--- config.mk ---
export PLATFORM = sky130hd
export DESIGN_NAME = busmatch_adapter
export DESIGN_NICKNAME = d
export VERILOG_FILES = /design/src/rtl/busmatch_pkg.sv /design/src/rtl/bm_mode_decode.sv /design/src/rtl/bm_lane_select.sv /design/src/rtl/bm_write_steer.sv /design/src/rtl/bm_read_steer.sv /design/src/rtl/busmatch_adapter.sv
export SDC_FILE = /design/constraint.sdc
export NUM_CORES = 1
export LEC_CHECK = 0
export ABC_AREA = 1
export ABC_CLOCK_PERIOD_IN_PS = 1100
export BUFFER_PORTS_ARGS = -buffer_cell sky130_fd_sc_hd__buf_2
export CAP_MARGIN = 15
export CORE_AREA = 2 2 74 147
export DETAILED_ROUTE_END_ITERATION = 6
export DIE_AREA = 0 0 76 149
export GPL_TIMING_DRIVEN = 0
export PLACE_DENSITY = 0.8
export SLEW_MARGIN = 25
export SYNTH_ARGS = -nofsm -noshare
export SYNTH_HDL_FRONTEND = slang
export SYNTH_SLANG_ARGS = --single-unit
--- constraint.sdc ---
create_clock -name clk -period 1.1 [get_ports clk]
set_input_delay 0.22 -clock clk [delete_from_list [all_inputs] [get_ports clk]]
set_output_delay 0.22 -clock clk [all_outputs]
set_load 0.1 [all_outputs]
--- src/rtl/busmatch_pkg.sv ---
package busmatch_pkg;

    localparam int unsigned LANE_COUNT = 4;

    typedef enum logic [1:0] {
        BW_FULL = 2'd0,
        BW_HALF = 2'd1,
        BW_LANE = 2'd2
    } bus_width_e;

endpackage

--- src/rtl/bm_mode_decode.sv ---
module bm_mode_decode
    import busmatch_pkg::*;
(
    input  logic       bm,
    input  logic       size,
    output bus_width_e mode
);

    always_comb begin
        unique case ({bm, size})
            2'b00:   mode = BW_FULL;
            2'b01:   mode = BW_HALF;
            default: mode = BW_LANE;
        endcase
    end

endmodule

--- src/rtl/bm_lane_select.sv ---
module bm_lane_select
    import busmatch_pkg::*;
(
    input  bus_width_e            mode,
    input  logic                  sel_word,
    input  logic                  sel_byte,
    output logic [LANE_COUNT-1:0] mask
);

    localparam int unsigned HALF_LANES = LANE_COUNT / 2;

    logic [1:0] lane_addr;
    assign lane_addr = {sel_word, sel_byte};

    for (genvar i = 0; i < LANE_COUNT; i++) begin : g_lane
        localparam int unsigned IN_UPPER = (i >= HALF_LANES) ? 1 : 0;
        localparam logic [1:0]  MY_ADDR  = 2'(LANE_COUNT - 1 - i);

        logic half_hit;
        logic lane_hit;

        assign half_hit = (IN_UPPER == 1) ? !sel_word : sel_word;
        assign lane_hit = (lane_addr == MY_ADDR);

        always_comb begin
            unique case (mode)
                BW_FULL: mask[i] = 1'b1;
                BW_HALF: mask[i] = half_hit;
                default: mask[i] = lane_hit;
            endcase
        end
    end

endmodule

--- src/rtl/bm_write_steer.sv ---
module bm_write_steer
    import busmatch_pkg::*;
#(
    parameter int unsigned LANE_W = 9
) (
    input  bus_width_e                     mode,
    input  logic [LANE_COUNT-1:0]          mask,
    input  logic [LANE_W*LANE_COUNT-1:0]   ext_wdata,
    output logic [LANE_W*LANE_COUNT-1:0]   lane_wdata
);

    localparam int unsigned HALF_LANES = LANE_COUNT / 2;

    for (genvar i = 0; i < LANE_COUNT; i++) begin : g_lane
        localparam int unsigned HALF_SRC = i % HALF_LANES;

        logic [LANE_W-1:0] src;

        always_comb begin
            unique case (mode)
                BW_FULL: src = ext_wdata[i*LANE_W +: LANE_W];
                BW_HALF: src = ext_wdata[HALF_SRC*LANE_W +: LANE_W];
                default: src = ext_wdata[0 +: LANE_W];
            endcase
        end

        assign lane_wdata[i*LANE_W +: LANE_W] = mask[i] ? src : '0;
    end

endmodule

--- src/rtl/bm_read_steer.sv ---
module bm_read_steer
    import busmatch_pkg::*;
#(
    parameter int unsigned LANE_W = 9
) (
    input  bus_width_e                     mode,
    input  logic [LANE_COUNT-1:0]          mask,
    input  logic [LANE_W*LANE_COUNT-1:0]   mem_rdata,
    output logic [LANE_W*LANE_COUNT-1:0]   ext_data
);

    localparam int unsigned HALF_LANES = LANE_COUNT / 2;

    logic [LANE_W*LANE_COUNT-1:0] gated;

    for (genvar k = 0; k < LANE_COUNT; k++) begin : g_gate
        assign gated[k*LANE_W +: LANE_W] =
            mask[k] ? mem_rdata[k*LANE_W +: LANE_W] : '0;
    end

    always_comb begin
        logic [LANE_W-1:0] any_lane;
        any_lane = '0;
        for (int k = 0; k < LANE_COUNT; k++) begin
            any_lane = any_lane | gated[k*LANE_W +: LANE_W];
        end

        ext_data = '0;
        unique case (mode)
            BW_FULL: ext_data = mem_rdata;
            BW_HALF: begin
                for (int j = 0; j < HALF_LANES; j++) begin
                    ext_data[j*LANE_W +: LANE_W] =
                        gated[j*LANE_W +: LANE_W] |
                        gated[(j+HALF_LANES)*LANE_W +: LANE_W];
                end
            end
            default: ext_data[0 +: LANE_W] = any_lane;
        endcase
    end

endmodule

--- src/rtl/busmatch_adapter.sv ---
module busmatch_adapter
    import busmatch_pkg::*;
#(
    parameter int unsigned LANE_W = 9
) (
    input  logic                          clk,
    input  logic                          rst_n,
    input  logic                          cfg_bm,
    input  logic                          cfg_size,
    input  logic                          sel_word,
    input  logic                          sel_byte,
    input  logic                          ext_wr,
    input  logic                          ext_rd,
    input  logic [LANE_W*LANE_COUNT-1:0]  ext_wdata,
    output logic [LANE_W*LANE_COUNT-1:0]  ext_rdata,
    output logic                          ext_rvalid,
    output logic [LANE_COUNT-1:0]         mem_we,
    output logic [LANE_W*LANE_COUNT-1:0]  mem_wdata,
    input  logic [LANE_W*LANE_COUNT-1:0]  mem_rdata
);

    localparam int unsigned DATA_W = LANE_W * LANE_COUNT;

    typedef struct packed {
        bus_width_e             mode;
        logic [LANE_COUNT-1:0]  we;
        logic [DATA_W-1:0]      wdata;
        logic [DATA_W-1:0]      rdata;
        logic                   rvalid;
    } adapter_state_t;

    adapter_state_t st_d, st_q;

    bus_width_e            mode_req;
    logic [LANE_COUNT-1:0] lane_mask;
    logic [DATA_W-1:0]     steered_w;
    logic [DATA_W-1:0]     steered_r;

    bm_mode_decode u_decode (
        .bm   (cfg_bm),
        .size (cfg_size),
        .mode (mode_req)
    );

    bm_lane_select u_select (
        .mode     (st_q.mode),
        .sel_word (sel_word),
        .sel_byte (sel_byte),
        .mask     (lane_mask)
    );

    bm_write_steer #(.LANE_W(LANE_W)) u_wsteer (
        .mode       (st_q.mode),
        .mask       (lane_mask),
        .ext_wdata  (ext_wdata),
        .lane_wdata (steered_w)
    );

    bm_read_steer #(.LANE_W(LANE_W)) u_rsteer (
        .mode      (st_q.mode),
        .mask      (lane_mask),
        .mem_rdata (mem_rdata),
        .ext_data  (steered_r)
    );

    always_comb begin
        st_d        = st_q;
        st_d.mode   = mode_req;
        st_d.we     = '0;
        st_d.rvalid = 1'b0;
        if (ext_wr) begin
            st_d.we    = lane_mask;
            st_d.wdata = steered_w;
        end
        if (ext_rd) begin
            st_d.rdata  = steered_r;
            st_d.rvalid = 1'b1;
        end
    end

    always_ff @(posedge clk) begin
        if (!rst_n) begin
            st_q.mode   <= BW_FULL;
            st_q.we     <= '0;
            st_q.wdata  <= '0;
            st_q.rdata  <= '0;
            st_q.rvalid <= 1'b0;
        end else begin
            st_q <= st_d;
        end
    end

    assign ext_rdata  = st_q.rdata;
    assign ext_rvalid = st_q.rvalid;
    assign mem_we     = st_q.we;
    assign mem_wdata  = st_q.wdata;

endmodule

==> metrics.md <==
| Metric | Value |
|---|---|
| Clock latency on the worst-skew pair | 0.33 ns |
| IO Pins | 157 |
| Initial Util | 40.7% |
| NumNets Final | 747 |
| Clk root buf | clkbuf_16 |
| GRT Overall Usage | 23.7% |
| Die Wd | 76 um |
| Via density per instance | 5.39 |
| Final wirelength | 13900 um |
| RSZ-0062 raised after global routing | yes |
| Die Ht | 149 um |
| Mapped Area | 0.00419 mm^2 |
| Hold buffer count at cts | 0 |
| Final min period | 1.36 ns |
| Outcome | complete, but fails checks |
| Share of layout cells above drive strength 1 | 49.6% |
| Clock tree from TritonCTS | built |
| Vias in the first global route | 4376 |
| Routed WL per cell | 17.1 um |
| Pre-antenna DRT Iters | 5 |
| Critical Path End Type | flip-flop |
| Max Fanout on Critical Path | 5 |
| Final GP Congestion | 0.886 |
| Core Region | 0.0103 mm^2 |
| Top FF cell, synth | dfxtp_1 |
| Distinct cells, synth | 31 |
| Crit path DAT | 1.57 ns |
| Failing checks | negative setup slack |
| Worst EP required | 1.31 ns |
| Starting DRT DRC Count | 308 |
| Clock Skews | 0.00590 ns |
| Row count | 53 |
| Vias | 4365 |
| Post-route ant nets | 0 |
| Total overflow reported by the global router | 0 |
| Reg clk slew, reported paths | 0.06 ns |
| Pin count of the biggest net entering global routing | 15 |
| DRC violations left | 0 |
| Port-buffer cells | 154 |
| Final hold violations | 0 |
| Post-Synthesis Cells | 556 |
| Slew @ Worst Pin | 0.521 ns |
| Power per cell area | 1520 mW/mm^2 |
| Number of max-cap violations | 0 |
| Syn Nets | 636 |
| Lkg Pwr | 2.84 nW |
| Clk sinks | 79 |
| EDFF count, synth | 0 |
| Setup_tns | -11.08 ns |
| Setup WS post-layout | -0.260 ns |
| Syn. warnings | 0 |
| Post-DP HPWL | 9420 um |
| Fmax | 736 MHz |
| Startpoint types | flip-flop |
| First-pass GRT wire length | 21600 um |
| Worst slew margin | 65.3% |
| Die Area | 0.0113 mm^2 |
| Register area share after synthesis | 37.8% |
| Peak supply drop | 871 uV |
| Hold WC Path Type | primary input to flip-flop |
| Kind of critical path | flip-flop to flip-flop |
| Final setup vio count | 75 |
| Area growth, synth to finish | 57.5% |
| Max Slew Vio Count | 0 |
| Async SR Flop Fraction | 0% |
| Antenna violations before repair | 1 |
| Yosys reg bits | 79 |
| CTS H-tree lvls | 3 |
| Cts bufs inserted | 9 |
| Final core utilization | 64.2% |
| Synthesized area per cell | 7.53 um^2 |
| Fill cell count | 827 |
| Longest Clk Path Bufs | 2 |
| Final worst-path cycle share | 124% |
cells in the final DEF, fill, tap and decap left out, types with 3 or more instances in the layout:
master / n
a21oi_1: 57
a31oi_1: 9
buf_12: 80
buf_2: 86
buf_4: 18
buf_6: 5
clkbuf_1: 12
clkbuf_16: 9
dfxtp_2: 66
dfxtp_4: 13
inv_1: 14
mux2i_1: 8
nand2_1: 124
nand2_2: 10
nand2_4: 3
nand2_8: 5
nand3_1: 35
nor2_1: 3
o2111ai_2: 8
o211ai_1: 9
o21a_1: 4
o21ai_0: 47
o21ai_1: 8
o21ai_2: 4
o31ai_1: 5
cell type report:
type	count	area, um^2	area share (%)
timing repair buffer	174	2090	31.8
multi-input combinational	349	1970	29.8
sequential	79	1710	26.0
clock buffer	9	225	3.42
buffer	33	221	3.36
tap	137	171	2.60
inverter	20	96.3	1.46
clock inverter	7	95.1	1.44
timing repair inverter	1	8.76	0.133
antenna	1	2.50	0.0380
state kept, by name, summed over array words and instances, names as in the netlist:
name        count
ext_rvalid      1
st_q            2
mem_we          4
ext_rdata      36
mem_wdata      36
through the flow:
stage                     instance area [um^2]  setup WS [ns]  cells  total power, mW  hold WS (ns)
after floorplan                           4230        -0.0876    556             5.55         0.292
after detailed placement                  5170         -0.408    847             6.11         0.402
after global routing                      6590         -0.321    810             10.3        0.0556
after CTS                                 6360         -0.225    799             9.90        0.0505
final                                     6590         -0.260    810             10.0        0.0528
after global placement                    5170         -0.378    847             6.09         0.393
synth_stat cells (4+ instances only):
| cell | count | area share [%] |
|---|---|---|
| nand2_1 | 134 | 12 |
| buf_4 | 79 | 14 |
| dfxtp_1 | 79 | 38 |
| a21oi_1 | 59 | 7.1 |
| o21ai_0 | 50 | 6.0 |
| nand3_1 | 37 | 4.4 |
| inv_1 | 16 | 1.4 |
| clkbuf_1 | 14 | 1.3 |
| buf_2 | 10 | 1.2 |
| a31oi_1 | 9 | 1.3 |
| mux2i_1 | 9 | 2.2 |
| o2111ai_1 | 9 | 1.9 |
| o211ai_1 | 9 | 1.6 |
| o21ai_1 | 9 | 1.1 |
| o31ai_1 | 5 | 0.90 |
| o21a_1 | 4 | 0.72 |
worst max-delay path, cell delays in order, from the launching register on:
cell        delay, ns
dfxtp_4          0.37
clkinvlp_4       0.15
nand2_8          0.12
buf_12           0.13
buf_4            0.15
mux2i_1          0.22
o21ai_0          0.09
cell families after synthesis:
group                  Yosys count  share of synthesized area, %
DFF                             79                          37.8
and+or+nand+nor                185                          19.4
muxes                            9                          2.15
AOI/OAI and AO/OA              154                          20.6
buffers and inverters          129                          20.1
report_power, final:
part / internal (mW) / switching (mW) / leakage, nW / total (mW)
combinational: 1.23 / 2.23 / 2.00 / 3.47
sequential: 3.09 / 0.219 / 0.684 / 3.31
clock: 1.99 / 1.23 / 0.156 / 3.22
final timing paths:
path / slack [ns] / depth (start not counted) / startpoint / endpoint
worst max register to register: -0.26 / 6 / st_q[77] / mem_wdata[23]
worst min register to register: 0.48 / 2 / mem_wdata[30] / mem_wdata[30]
worst max-delay path: -0.26 / 6 / st_q[77] / mem_wdata[23]
worst min-delay path: 0.05 / 2 / cfg_bm / st_q[77]
timing repair:
action                                  4_1_cts  5_1_grt
endpoints found under the setup margin      152      127
cloned                                        3        0
pin swaps                                     2        7
buffers inserted                              6       13
endpoints found under the hold margin         0        0
gates resized for setup                     411       38
metal layers:
layer | global-route usage [%] | share of wire (%) | vias to the layer above
met5 | 0 | 0 | -
met4 | 11.2 | 3.5 | 0
met3 | 6.05 | 7.6 | 39
met2 | 40.0 | 51 | 247
met1 | 28.2 | 38 | 2047
li1 | - | - | 2032
Note: power is estimated with default switching activity, not from simulation.
